**src/rtl/vga_io_pkg.sv**
```systemverilog
package vga_io_pkg;

  typedef enum logic [1:0] {BK_SEQ, BK_GFX, BK_ATT, BK_CRT} bank_kind_e;

  typedef struct packed {
    logic       hit;
    logic [4:0] slot;
  } slot_map_t;

  typedef enum logic [3:0] {
    RS_ZERO, RS_ONES, RS_ATT_IDX, RS_ATT_DAT, RS_STAT0, RS_STAT1,
    RS_SEQ_IDX, RS_SEQ_DAT, RS_GFX_IDX, RS_GFX_DAT, RS_CRT_IDX,
    RS_CRT_DAT, RS_PMASK, RS_FEAT, RS_MISC
  } rsel_e;

  typedef struct packed {
    logic  seq_iw;
    logic  seq_dw;
    logic  gfx_iw;
    logic  gfx_dw;
    logic  crt_iw;
    logic  crt_dw;
    logic  att_iw;
    logic  att_dw;
    logic  misc_w;
    logic  feat_w;
    logic  pmask_w;
    logic  stat1_rd;
    logic  rd_en;
    rsel_e rsel;
  } dec_t;

  // Number of implemented registers per bank
  function automatic int bank_slots(bank_kind_e k);
    case (k)
      BK_SEQ:  return 6;
      BK_GFX:  return 12;
      BK_ATT:  return 21;
      default: return 26;
    endcase
  endfunction

  // Index to storage slot; slots follow ascending index order
  function automatic slot_map_t map_index(bank_kind_e k, logic [7:0] idx);
    slot_map_t m;
    m.hit  = 1'b0;
    m.slot = 5'd0;
    case (k)
      BK_SEQ: begin
        if (idx < 8'h05) begin m.hit = 1'b1; m.slot = idx[4:0]; end
        else if (idx == 8'h07) begin m.hit = 1'b1; m.slot = 5'd5; end
      end
      BK_GFX: begin
        if (idx < 8'h09) begin m.hit = 1'b1; m.slot = idx[4:0]; end
        else if (idx == 8'h10) begin m.hit = 1'b1; m.slot = 5'd9; end
        else if (idx == 8'h11) begin m.hit = 1'b1; m.slot = 5'd10; end
        else if (idx == 8'h18) begin m.hit = 1'b1; m.slot = 5'd11; end
      end
      BK_ATT: begin
        if (idx < 8'h15) begin m.hit = 1'b1; m.slot = idx[4:0]; end
      end
      default: begin
        if (idx < 8'h19) begin m.hit = 1'b1; m.slot = idx[4:0]; end
        else if (idx == 8'h22) begin m.hit = 1'b1; m.slot = 5'd25; end
      end
    endcase
    return m;
  endfunction

endpackage

```
**src/rtl/vga_io_decode.sv**
```systemverilog
module vga_io_decode
  import vga_io_pkg::*;
#(
  parameter int ADDR_W = 16
) (
  input  logic [ADDR_W-1:0] addr,
  input  logic              wr,
  input  logic              rd,
  input  logic              colour,
  input  logic              att_data_phase,
  output dec_t              dec
);

  logic [ADDR_W-1:0] win;
  logic              win_b, win_c, win_d, sel_crt, desel;
  logic              rd_en;

  always_comb begin
    win     = addr >> 4;
    win_b   = (win == ADDR_W'(12'h03B));
    win_c   = (win == ADDR_W'(12'h03C));
    win_d   = (win == ADDR_W'(12'h03D));
    sel_crt = (win_b && !colour) || (win_d && colour);
    desel   = (win_b && colour) || (win_d && !colour);
    rd_en   = rd && !wr;

    dec       = '0;
    dec.rd_en = rd_en;
    dec.rsel  = RS_ZERO;

    if (desel) begin
      dec.rsel = RS_ONES;
    end else if (win_c) begin
      case (addr[3:0])
        4'h0: begin
          dec.att_iw = wr && !att_data_phase;
          dec.att_dw = wr && att_data_phase;
          dec.rsel   = RS_ATT_IDX;
        end
        4'h1: dec.rsel = RS_ATT_DAT;
        4'h2: begin dec.misc_w  = wr; dec.rsel = RS_STAT0;   end
        4'h4: begin dec.seq_iw  = wr; dec.rsel = RS_SEQ_IDX; end
        4'h5: begin dec.seq_dw  = wr; dec.rsel = RS_SEQ_DAT; end
        4'h6: begin dec.pmask_w = wr; dec.rsel = RS_PMASK;   end
        4'hA: dec.rsel = RS_FEAT;
        4'hC: dec.rsel = RS_MISC;
        4'hE: begin dec.gfx_iw  = wr; dec.rsel = RS_GFX_IDX; end
        4'hF: begin dec.gfx_dw  = wr; dec.rsel = RS_GFX_DAT; end
        default: dec.rsel = RS_ZERO;
      endcase
    end else if (sel_crt) begin
      case (addr[3:0])
        4'h4: begin dec.crt_iw = wr; dec.rsel = RS_CRT_IDX; end
        4'h5: begin dec.crt_dw = wr; dec.rsel = RS_CRT_DAT; end
        4'hA: begin
          dec.feat_w   = wr;
          dec.stat1_rd = rd_en;
          dec.rsel     = RS_STAT1;
        end
        default: dec.rsel = RS_ZERO;
      endcase
    end
  end

endmodule

```
**src/rtl/vga_reg_bank.sv**
```systemverilog
module vga_reg_bank
  import vga_io_pkg::*;
#(
  parameter bank_kind_e KIND = BK_SEQ,
  localparam int NSLOT = bank_slots(KIND)
) (
  input  logic               clk,
  input  logic               rst_n,
  input  logic               idx_we,
  input  logic               dat_we,
  input  logic [7:0]         wdata,
  output logic [7:0]         idx_q,
  output logic [7:0]         rd_data,
  output logic [NSLOT*8-1:0] regs_flat
);

  logic [7:0]       idx_d;
  slot_map_t        sm;
  logic [NSLOT-1:0] slot_en;
  logic [7:0]       slot_q [NSLOT];

  always_comb begin
    idx_d = idx_we ? wdata : idx_q;
    sm    = map_index(KIND, idx_q);
  end

  always_ff @(posedge clk or negedge rst_n) begin
    if (!rst_n) idx_q <= 8'h00;
    else        idx_q <= idx_d;
  end

  for (genvar g = 0; g < NSLOT; g++) begin : g_slot
    assign slot_en[g] = dat_we && sm.hit && (sm.slot == 5'(g));

    always_ff @(posedge clk or negedge rst_n) begin
      if (!rst_n)          slot_q[g] <= 8'h00;
      else if (slot_en[g]) slot_q[g] <= wdata;
    end

    assign regs_flat[g*8 +: 8] = slot_q[g];
  end

  always_comb begin
    rd_data = 8'h00;
    for (int s = 0; s < NSLOT; s++) begin
      if (sm.hit && (sm.slot == 5'(s))) rd_data = slot_q[s];
    end
  end

  AST_BANK_MISS_HOLDS: assert property (@(posedge clk) disable iff (!rst_n)
    !(dat_we && sm.hit) |=> $stable(regs_flat));

  AST_BANK_WRITE_LANDS: assert property (@(posedge clk) disable iff (!rst_n)
    (dat_we && sm.hit && !idx_we) |=> (rd_data == $past(wdata)));

endmodule

```
**src/rtl/vga_attr_flip.sv**
```systemverilog
module vga_attr_flip (
  input  logic clk,
  input  logic rst_n,
  input  logic adv,
  input  logic clr,
  output logic data_phase
);

  logic data_phase_d;

  always_comb begin
    data_phase_d = data_phase;
    if (clr)      data_phase_d = 1'b0;
    else if (adv) data_phase_d = !data_phase;
  end

  always_ff @(posedge clk or negedge rst_n) begin
    if (!rst_n) data_phase <= 1'b0;
    else        data_phase <= data_phase_d;
  end

  AST_FLIP_ALTERNATES: assert property (@(posedge clk) disable iff (!rst_n)
    (adv && !clr) |=> (data_phase != $past(data_phase)));

  AST_FLIP_STAT1_CLEARS: assert property (@(posedge clk) disable iff (!rst_n)
    clr |=> !data_phase);

  AST_FLIP_IDLE_HOLDS: assert property (@(posedge clk) disable iff (!rst_n)
    (!adv && !clr) |=> $stable(data_phase));

endmodule

```
**src/rtl/vga_io_port.sv**
```systemverilog
module vga_io_port
  import vga_io_pkg::*;
#(
  parameter int ADDR_W = 16
) (
  input  logic                                 clk,
  input  logic                                 rst_n,
  input  logic [ADDR_W-1:0]                    io_addr,
  input  logic [7:0]                           io_wdata,
  input  logic                                 io_wr,
  input  logic                                 io_rd,
  output logic [7:0]                           io_rdata,
  input  logic [7:0]                           stat0_in,
  input  logic [7:0]                           stat1_in,
  output logic [7:0]                           misc_out,
  output logic [7:0]                           feat_out,
  output logic [7:0]                           pmask_out,
  output logic [bank_slots(BK_SEQ)*8-1:0]      seq_regs_o,
  output logic [bank_slots(BK_GFX)*8-1:0]      gfx_regs_o,
  output logic [bank_slots(BK_ATT)*8-1:0]      attr_regs_o,
  output logic [bank_slots(BK_CRT)*8-1:0]      crtc_regs_o
);

  dec_t       dec;
  logic       att_data_phase;
  logic [7:0] misc_q, misc_d, feat_q, feat_d, pmask_q, pmask_d;
  logic [7:0] rdata_q, rdata_d, rd_mux;
  logic [7:0] seq_idx, seq_rd, gfx_idx, gfx_rd, att_idx, att_rd, crt_idx, crt_rd;

  vga_io_decode #(.ADDR_W(ADDR_W)) i_decode (
    .addr           (io_addr),
    .wr             (io_wr),
    .rd             (io_rd),
    .colour         (misc_q[0]),
    .att_data_phase (att_data_phase),
    .dec            (dec)
  );

  vga_attr_flip i_flip (
    .clk        (clk),
    .rst_n      (rst_n),
    .adv        (dec.att_iw || dec.att_dw),
    .clr        (dec.stat1_rd),
    .data_phase (att_data_phase)
  );

  vga_reg_bank #(.KIND(BK_SEQ)) i_seq (
    .clk(clk), .rst_n(rst_n), .idx_we(dec.seq_iw), .dat_we(dec.seq_dw),
    .wdata(io_wdata), .idx_q(seq_idx), .rd_data(seq_rd), .regs_flat(seq_regs_o)
  );

  vga_reg_bank #(.KIND(BK_GFX)) i_gfx (
    .clk(clk), .rst_n(rst_n), .idx_we(dec.gfx_iw), .dat_we(dec.gfx_dw),
    .wdata(io_wdata), .idx_q(gfx_idx), .rd_data(gfx_rd), .regs_flat(gfx_regs_o)
  );

  vga_reg_bank #(.KIND(BK_ATT)) i_att (
    .clk(clk), .rst_n(rst_n), .idx_we(dec.att_iw), .dat_we(dec.att_dw),
    .wdata(io_wdata), .idx_q(att_idx), .rd_data(att_rd), .regs_flat(attr_regs_o)
  );

  vga_reg_bank #(.KIND(BK_CRT)) i_crt (
    .clk(clk), .rst_n(rst_n), .idx_we(dec.crt_iw), .dat_we(dec.crt_dw),
    .wdata(io_wdata), .idx_q(crt_idx), .rd_data(crt_rd), .regs_flat(crtc_regs_o)
  );

  // Directly addressed registers: next state
  always_comb begin
    misc_d  = dec.misc_w  ? io_wdata : misc_q;
    feat_d  = dec.feat_w  ? io_wdata : feat_q;
    pmask_d = dec.pmask_w ? io_wdata : pmask_q;
  end

  always_ff @(posedge clk or negedge rst_n) begin
    if (!rst_n) begin
      misc_q  <= 8'h00;
      feat_q  <= 8'h00;
      pmask_q <= 8'h00;
    end else begin
      misc_q  <= misc_d;
      feat_q  <= feat_d;
      pmask_q <= pmask_d;
    end
  end

  // Read return select
  always_comb begin
    case (dec.rsel)
      RS_ONES:    rd_mux = 8'hFF;
      RS_ATT_IDX: rd_mux = att_idx;
      RS_ATT_DAT: rd_mux = att_rd;
      RS_STAT0:   rd_mux = stat0_in;
      RS_STAT1:   rd_mux = stat1_in;
      RS_SEQ_IDX: rd_mux = seq_idx;
      RS_SEQ_DAT: rd_mux = seq_rd;
      RS_GFX_IDX: rd_mux = gfx_idx;
      RS_GFX_DAT: rd_mux = gfx_rd;
      RS_CRT_IDX: rd_mux = crt_idx;
      RS_CRT_DAT: rd_mux = crt_rd;
      RS_PMASK:   rd_mux = pmask_q;
      RS_FEAT:    rd_mux = feat_q;
      RS_MISC:    rd_mux = misc_q;
      default:    rd_mux = 8'h00;
    endcase
    rdata_d = dec.rd_en ? rd_mux : rdata_q;
  end

  always_ff @(posedge clk or negedge rst_n) begin
    if (!rst_n) rdata_q <= 8'h00;
    else        rdata_q <= rdata_d;
  end

  assign io_rdata  = rdata_q;
  assign misc_out  = misc_q;
  assign feat_out  = feat_q;
  assign pmask_out = pmask_q;

  AST_RDATA_HOLDS: assert property (@(posedge clk) disable iff (!rst_n)
    !(io_rd && !io_wr) |=> $stable(io_rdata));

  AST_STROBES_ONEHOT: assert property (@(posedge clk) disable iff (!rst_n)
    $onehot0({dec.seq_iw, dec.seq_dw, dec.gfx_iw, dec.gfx_dw, dec.crt_iw,
              dec.crt_dw, dec.att_iw, dec.att_dw, dec.misc_w, dec.feat_w,
              dec.pmask_w}));

  AST_DESEL_READS_ONES: assert property (@(posedge clk) disable iff (!rst_n)
    (io_rd && !io_wr &&
     ((misc_q[0] && ((io_addr >> 4) == ADDR_W'(12'h03B))) ||
      (!misc_q[0] && ((io_addr >> 4) == ADDR_W'(12'h03D)))))
    |=> (io_rdata == 8'hFF));

  AST_OUTSIDE_READS_ZERO: assert property (@(posedge clk) disable iff (!rst_n)
    (io_rd && !io_wr &&
     ((io_addr < ADDR_W'(12'h3B0)) || (io_addr > ADDR_W'(12'h3DF))))
    |=> (io_rdata == 8'h00));

  AST_MISC_ONLY_3C2: assert property (@(posedge clk) disable iff (!rst_n)
    !(io_wr && (io_addr == ADDR_W'(12'h3C2))) |=> $stable(misc_out));

  AST_STAT0_RETURN: assert property (@(posedge clk) disable iff (!rst_n)
    (io_rd && !io_wr && (io_addr == ADDR_W'(12'h3C2)))
    |=> (io_rdata == $past(stat0_in)));

endmodule

```
**config.mk**
```make
export PLATFORM = sky130hd
export DESIGN_NAME = vga_io_port
export DESIGN_NICKNAME = d
export VERILOG_FILES = /design/src/rtl/vga_io_pkg.sv /design/src/rtl/vga_io_decode.sv /design/src/rtl/vga_reg_bank.sv /design/src/rtl/vga_attr_flip.sv /design/src/rtl/vga_io_port.sv
export SDC_FILE = /design/constraint.sdc
export NUM_CORES = 1
export LEC_CHECK = 0
export ABC_AREA = 1
export BUFFER_PORTS_ARGS = -buffer_cell sky130_fd_sc_hd__clkbuf_2
export CAP_MARGIN = 10
export CELL_PAD_IN_SITES_DETAIL_PLACEMENT = 1
export CELL_PAD_IN_SITES_GLOBAL_PLACEMENT = 1
export CORE_AREA = 2 2 263 265
export DETAILED_ROUTE_END_ITERATION = 10
export DIE_AREA = 0 0 265 267
export PLACE_DENSITY_LB_ADDON = 0.05
export SYNTH_ARGS = -nofsm -noshare
export SYNTH_HDL_FRONTEND = slang
export SYNTH_SLANG_ARGS = --single-unit
```
**constraint.sdc**
```tcl
create_clock -name clk -period 3.2 [get_ports clk]
set_clock_uncertainty 0.1 [all_clocks]
set_input_delay 0.32 -clock clk [delete_from_list [all_inputs] [get_ports clk]]
set_output_delay 0.32 -clock clk [all_outputs]
set_load 0.1 [all_outputs]
```
# Word-level counts from Yosys, hierarchy flattened
# Cells that the tools add are included.
# op_classes
order_cmp	4
n_eq_ne	92
muxes	101
reduce_logical	153
# ops
op	n
2-to-1 mux 8 bit	65
logical AND 1 bit	141
case mux 8 bit (14 select lines)	1
equality test 5 x 4 -> 1 bit, second input constant	20
equality test 5 bit, second input constant	15
equality test 5 x 3 -> 1 bit, second input constant	14
2-to-1 mux 6 bit	9
equality test 4 bit, second input constant	11
equality test 5 x 2 -> 1 bit, second input constant	8
case mux 4 bit (10 select lines)	1
equality test 12 x 6 -> 1 bit, second input constant	3
equality test 4 x 3 -> 1 bit, second input constant	7
equality test 8 x 5 -> 1 bit, second input constant	3
equality test 5 x 1 -> 1 bit, second input constant	4
logical NOT 5 bit	4
< comparator 8 x 5 -> 1 bit, second input constant	2
2-to-1 mux 4 bit	4
2-to-1 mux 1 bit	15
equality test 4 x 2 -> 1 bit, second input constant	3
2-to-1 mux 12 bit	1
case mux 4 bit (3 select lines)	1
equality test 4 x 1 -> 1 bit, second input constant	2
equality test 8 x 3 -> 1 bit, second input constant	1
equality test 8 x 6 -> 1 bit, second input constant	1
other kinds (8)	14
# word_totals
reg_bits	585
inputBits	44
word_cells	424

# Depth between registers and ports, before layout
# depth
ltp_word	32
mapped_depth	30

# By module
# A second synthesis with hierarchy kept.
# unflattened
hier_cells	3525
hier_area_um2	28411.0
# by_module_without_submodules
module	n_inst	cells_per_inst	area_per_inst_um2
vga_reg_bank at i_crt	1	1209	9851.9
vga_reg_bank at i_att	1	975	7971.4
vga_reg_bank at i_gfx	1	601	5051.1
vga_reg_bank at i_seq	1	325	2742.6
vga_io_port	1	328	2337.2
vga_io_decode	1	81	412.9
vga_attr_flip	1	6	43.8

# Worst setup path after synthesis
# Ideal clock, no wire load.
# synth_timing
path_type	reg-to-reg
start	register i_gfx.idx_q[0]
end	register rdata_q[1], in the netlist io_rdata[1]
setup_time_ns	0.120
arrival_time_ns	2.453
t_required_ns	2.980
path_slack_ns	0.527
stages_incl_launch_ff	23
n_path_buf	0
path_cell_list	dfrtp_1 > inv_1 > nand2_1 > nor2_2 > nand3_1 > nand2_1 > nor2_1 > o21ai_2 > nor2_1 > nand2_1 > nand3_1 > a221oi_1 > nand3_1 > o21ai_0 > nand3_1 > a21oi_1 > nand3_1 > nand2_1 > nand2_1 > a21oi_1 > nand2_1 > nand2_1 > nand2_1
# synth_between
elab_chain_cells	20
word_cells_on_any_way	45
cone_classes	1 x order compare; 14 x eq/ne; 17 x mux; 13 x reduce/logical
# synth_lines
item	line_no	source
start, declared	vga_reg_bank.sv:12	output logic [7:0] idx_q,
start signal, assigned	vga_reg_bank.sv:29	else idx_q <= idx_d;
equality test 8 x 5 -> 1 bit	vga_io_pkg.sv:57	else if (idx == 8'h18) begin m.hit = 1'b1; m.slot = 5'd11; end
2-to-1 mux 6 bit	vga_io_pkg.sv:57	
2-to-1 mux 6 bit	vga_io_pkg.sv:56	else if (idx == 8'h11) begin m.hit = 1'b1; m.slot = 5'd10; end
2-to-1 mux 6 bit	vga_io_pkg.sv:55	else if (idx == 8'h10) begin m.hit = 1'b1; m.slot = 5'd9; end
2-to-1 mux 6 bit (*)	vga_io_pkg.sv:54	if (idx < 8'h09) begin m.hit = 1'b1; m.slot = idx[4:0]; end
logical NOT 5 bit	vga_reg_bank.sv:46	if (sm.hit && (sm.slot == 5'(s))) rd_data = slot_q[s];
logical AND 1 bit	vga_reg_bank.sv:46	
2-to-1 mux 8 bit (11 in series)	vga_reg_bank.sv:46	
2-to-1 mux 8 bit (*)	vga_reg_bank.sv:46	
case mux 8 bit (14 select lines) (*)	vga_io_port.sv:88	case (dec.rsel)
end signal, assigned	vga_io_port.sv:110	else rdata_q <= rdata_d;
end, declared	vga_io_port.sv:27	logic [7:0] rdata_q, rdata_d, rd_mux;
# Every way passes the cells marked *; elsewhere a longest branch is shown, timed or not.
# A chain may end at the register's enable or synchronous reset.

# Final worst setup path
# layout_timing
start	register i_gfx.idx_q[3]
end	register rdata_q[5], in the netlist io_rdata[5]
# Same word-level chain as after synthesis.

==> results_tabular.tex <==
\begin{tabular}{lr}
\hline
Metric & Value \\
\hline
\multicolumn{2}{l}{\textbf{Placement}} \\
DP Worst Slack & -0.906 ns \\
Final HPWL from detailed placement & $\sim$95000 µm \\
Number of port buffers & 595 \\
Final GP Congestion & $\sim$1.1 \\
Post-Place Cell Area & about 33000 µm² \\
\multicolumn{2}{l}{\textbf{STA}} \\
Final cycle utilization of the critical path & 1.11 \\
Max-slew headroom at the worst pin & 0.396 \\
Clock period minus worst slack & 3.57 ns \\
Max Slew Vio Count & 0 \\
Post-route setup slack & -0.367 ns \\
Maximum frequency from static timing analysis & roughly 0.28 GHz \\
RSZ-0062 raised after global routing & true \\
Slew at the pin closest to its max-slew limit & approximately 0.9 ns \\
Hold violation total from the final report & 0 \\
Final setup violation count & 8 \\
\multicolumn{2}{l}{\textbf{GRT}} \\
Remaining global-route overflow & 0 \\
Largest net degree at the start of global routing & between 80 and 90 \\
Antenna violations before repair & 12 \\
First-pass GRT wire length & 192000 µm \\
Gr usage total & 0.360 \\
Number of global-route vias before repair & roughly 30000 \\
\multicolumn{2}{l}{\textbf{Critical path}} \\
Required time of the critical path & approximately 3.6 ns \\
CP max stage delay & 0.37 ns \\
Flop2flop setup slack & -0.37 ns \\
Cell with the biggest individual delay on the critical path & sky130\_fd\_sc\_hd\_\_dfrtp\_1 \\
Classification of the worst setup path & register to register \\
Buf+Inv Stages, Crit Path & 5 \\
Worst R2R Start & i\_gfx.idx\_q[3] \\
Family with the most delay on the worst path & compound AO/OA/AOI/OAI gates \\
End of the worst register-to-register path & io\_rdata[5] \\
Cell with the most instances on the worst path & sky130\_fd\_sc\_hd\_\_nand2\_1 \\
Largest fanout on the critical path & 5 \\
Critical Path Sink Type & register \\
Cells on worst reg2reg path & 22 \\
Ordered cell list for the critical path & inv\_2 > buf\_4 > o21ai\_4 > nand2\_4 > buf\_6 > o22ai\_4 > inv\_2 > nand2\_4 > nor2\_4 > a22o\_1 > inv\_2 > nand4\_1 > a21oi\_2 > nand4\_1 > a21oi\_2 > nand3\_2 > o211ai\_1 > nand2\_1 > a21oi\_4 > nand2\_1 > nand2\_1 > nand2\_1 \\
WP data arrival & about 4 ns \\
Element type at the critical path start & register \\
\multicolumn{2}{l}{\textbf{CTS}} \\
\# clock sinks & between 500 and 600 \\
CTS Root Buffer Type & sky130\_fd\_sc\_hd\_\_clkbuf\_16 \\
Clock input transition at the sequential cells of the worst setup and hold paths & $\sim$0.060 ns \\
CTS tree & done \\
Insertion delay to the later sink of the worst-skew pair & 0.62 ns \\
CTS max path bufs & 3 \\
Number of clock buffers inserted by TritonCTS & 68 \\
Count of H-tree levels built during CTS & 3 \\
\multicolumn{2}{l}{\textbf{Route}} \\
Wirelength, routed & roughly 130000 µm \\
Via-to-Cell Ratio & approximately 5.6 \\
Detailed Routing Iterations Pass 1 & 5 \\
Wire length per cell & about 25 µm \\
Antenna-violating nets left & 0 \\
Number of DRC violations after detailed-routing iteration 0 & around 2500 \\
Remaining DRCs & 0 \\
Vias & 28900 \\
\multicolumn{2}{l}{\textbf{Cells and area}} \\
Filler cell count in the final layout & a little over 8000 \\
Nets & approximately 4300 \\
Fraction of layout instances using a drive strength above 1 & 0.300 \\
Final design instance area without fill & $\sim$36000 µm² \\
Area grow syn2layout & 35.4\% \\
\multicolumn{2}{l}{\textbf{Power}} \\
Leakage & roughly 18 nW \\
Clock share of power & 0.504 \\
P\_sw & 3.76 mW \\
Overall power after layout & 16.0 mW \\
Internal & $\sim$12 mW \\
Power density over the cells & between 400 and 500 nW/µm² \\
Combinational cell fraction of total power & 0.034 \\
Share of total power in sequential cells & 0.462 \\
Max rail drop VDD & 0.389 mV \\
Proportion of total power due to net switching & 0.235 \\
\multicolumn{2}{l}{\textbf{Die}} \\
Starting utilization of the core area & 0.396 \\
Site Rows & 96 \\
Overall die height & 267 µm \\
Total Die Area & about 71000 µm² \\
Core region area & 68000 µm² \\
I/O pin total & 596 \\
Horizontal die dimension & 265 µm \\
\multicolumn{2}{l}{\textbf{Logic synthesis}} \\
Ys async rst share & 1.00 \\
Number of storage elements in the synthesis netlist & 585 \\
Largest area contributor in the synthesized netlist & sky130\_fd\_sc\_hd\_\_dfrtp\_1 \\
Distinct cell type count of the synthesized netlist & 52 \\
List of most frequent post-synthesis cells & sky130\_fd\_sc\_hd\_\_nand2\_1 (1153), sky130\_fd\_sc\_hd\_\_o21ai\_0 (598), sky130\_fd\_sc\_hd\_\_dfrtp\_1 (585) \\
Count of flip-flops with a built-in enable after synthesis & 0 \\
Prevailing post-synth register cell & sky130\_fd\_sc\_hd\_\_dfrtp\_1 \\
Synth Net Count & about 3400 \\
Syn avg cell area & 8.01 µm² \\
Cells after Synth & about 3400 \\
Count leader, synth & sky130\_fd\_sc\_hd\_\_nand2\_1 \\
Share of the synthesized area in the top cell type & 0.544 \\
Yosys warns & 0 \\
Syn Std Cell Area & 26900 µm² \\
Sequential element share of the synthesized area & 0.544 \\
Ranking of synthesized cells by area & sky130\_fd\_sc\_hd\_\_dfrtp\_1 (54\%), sky130\_fd\_sc\_hd\_\_nand2\_1 (16\%), sky130\_fd\_sc\_hd\_\_o21ai\_0 (11\%) \\
\multicolumn{2}{l}{\textbf{Worst hold path}} \\
Hold Path Class & input port to asynchronous set/reset pin \\
\multicolumn{2}{l}{\textbf{Status}} \\
Outcome & finished with violations \\
Failing checks & setup timing \\
\multicolumn{2}{l}{\textbf{Run}} \\
Max Cap Violations & 0 \\
\hline
\end{tabular}
==> layout make-up <==
type	instances	area, µm²	area share
Clock buffer	98	1990	0.0546
Tap cell	882	1100	0.0303
Timing Repair Buffer	935	5830	0.160
Clock inverter	26	303	0.00831
Sequential cell	585	14600	0.402
Inverter	238	907	0.0249
Antenna cell	8	20.0	0.000550
Multi-Input combinational cell	2393	11600	0.319
==> power by group through the flow <==
stage	clock network (mW)	logic, mW	registers, mW
after global placement	0	0.519	7.54
final	8.07	0.551	7.40
after CTS	8.15	0.543	7.40
after floorplan	0	0.116	7.55
after detailed placement	0	0.531	7.54
after global routing	8.46	0.590	7.40
==> worst max-delay path by stage <==
| stage | slack (ns) | from | endpoint | depth (start not counted) |
|---|---|---|---|---|
| global route | -0.53 | i_gfx.idx_q[3] | io_rdata[3] | 25 |
| global placement | -0.79 | io_addr[11] | io_rdata[3] | 18 |
| CTS | -0.35 | i_att.idx_q[1] | io_rdata[6] | 25 |
| detailed placement | -0.91 | io_addr[11] | io_rdata[3] | 21 |
| finish | -0.37 | i_gfx.idx_q[3] | io_rdata[5] | 22 |
| floorplan | 0.53 | i_gfx.idx_q[0] | io_rdata[1] | 22 |
==> metrics by stage <==
stage                      util  hold WS (ns)  instances  TNS, ns
after global routing      0.536         0.229       5161    -3.71
final                     0.536         0.175       5165    -2.29
after floorplan               -       -0.0756       3360        0
after CTS                 0.524         0.130       5116    -2.06
after global placement    0.480         0.311       4957    -4.73
after detailed placement  0.480         0.315       4957    -5.11
==> repair_timing <==
action                     in CTS  in global routing
resized for setup             119                117
cloned                          1                  0
hold endpoints to repair       74                  0
pin swaps                      66                 99
hold buffers                    9                  0
setup buffers                  27                 41
setup endpoints to repair       8                106
==> placed cells by master, fill, tap and decap left out, types with 22 or more instances in the layout <==
cell	instances
sky130_fd_sc_hd__nand2_1	1094
sky130_fd_sc_hd__dfrtp_1	583
sky130_fd_sc_hd__clkbuf_16	71
sky130_fd_sc_hd__inv_1	191
sky130_fd_sc_hd__nor2_2	22
sky130_fd_sc_hd__nand4_1	88
sky130_fd_sc_hd__clkbuf_2	594
sky130_fd_sc_hd__nand2_2	53
sky130_fd_sc_hd__nand3_1	71
sky130_fd_sc_hd__buf_4	299
sky130_fd_sc_hd__a21oi_1	81
sky130_fd_sc_hd__nor2_4	24
sky130_fd_sc_hd__o21ai_0	591
sky130_fd_sc_hd__inv_2	36
sky130_fd_sc_hd__nor2_1	180
==> state kept, by name, summed over array words and instances (netlist names) <==
name and flops:
i_crt.regs_flat 208, i_att.regs_flat 168, i_gfx.regs_flat 96, i_seq.regs_flat 48, feat_out 8, i_att.idx_q 8, i_crt.idx_q 8, i_gfx.idx_q 8
i_seq.idx_q 8, io_rdata 8, misc_out 8, pmask_out 8, i_flip.data_phase 1
==> metal layers <==
layer	global-route usage	up-vias	wire length [µm]
met4	0.166	14	6400
met5	0	-	81
li1	-	12800	-
met1	0.450	14700	51900
met2	0.608	1116	64400
met3	0.0655	346	8150
==> logic make-up after synthesis <==
| logic type | synth area share |
|---|---|
| compound gates | 0.152 |
| simple gates | 0.248 |
| flops | 0.544 |
| buf+inv | 0.0545 |
| mux | 0.00112 |
Power figures use the tool's default switching activity.
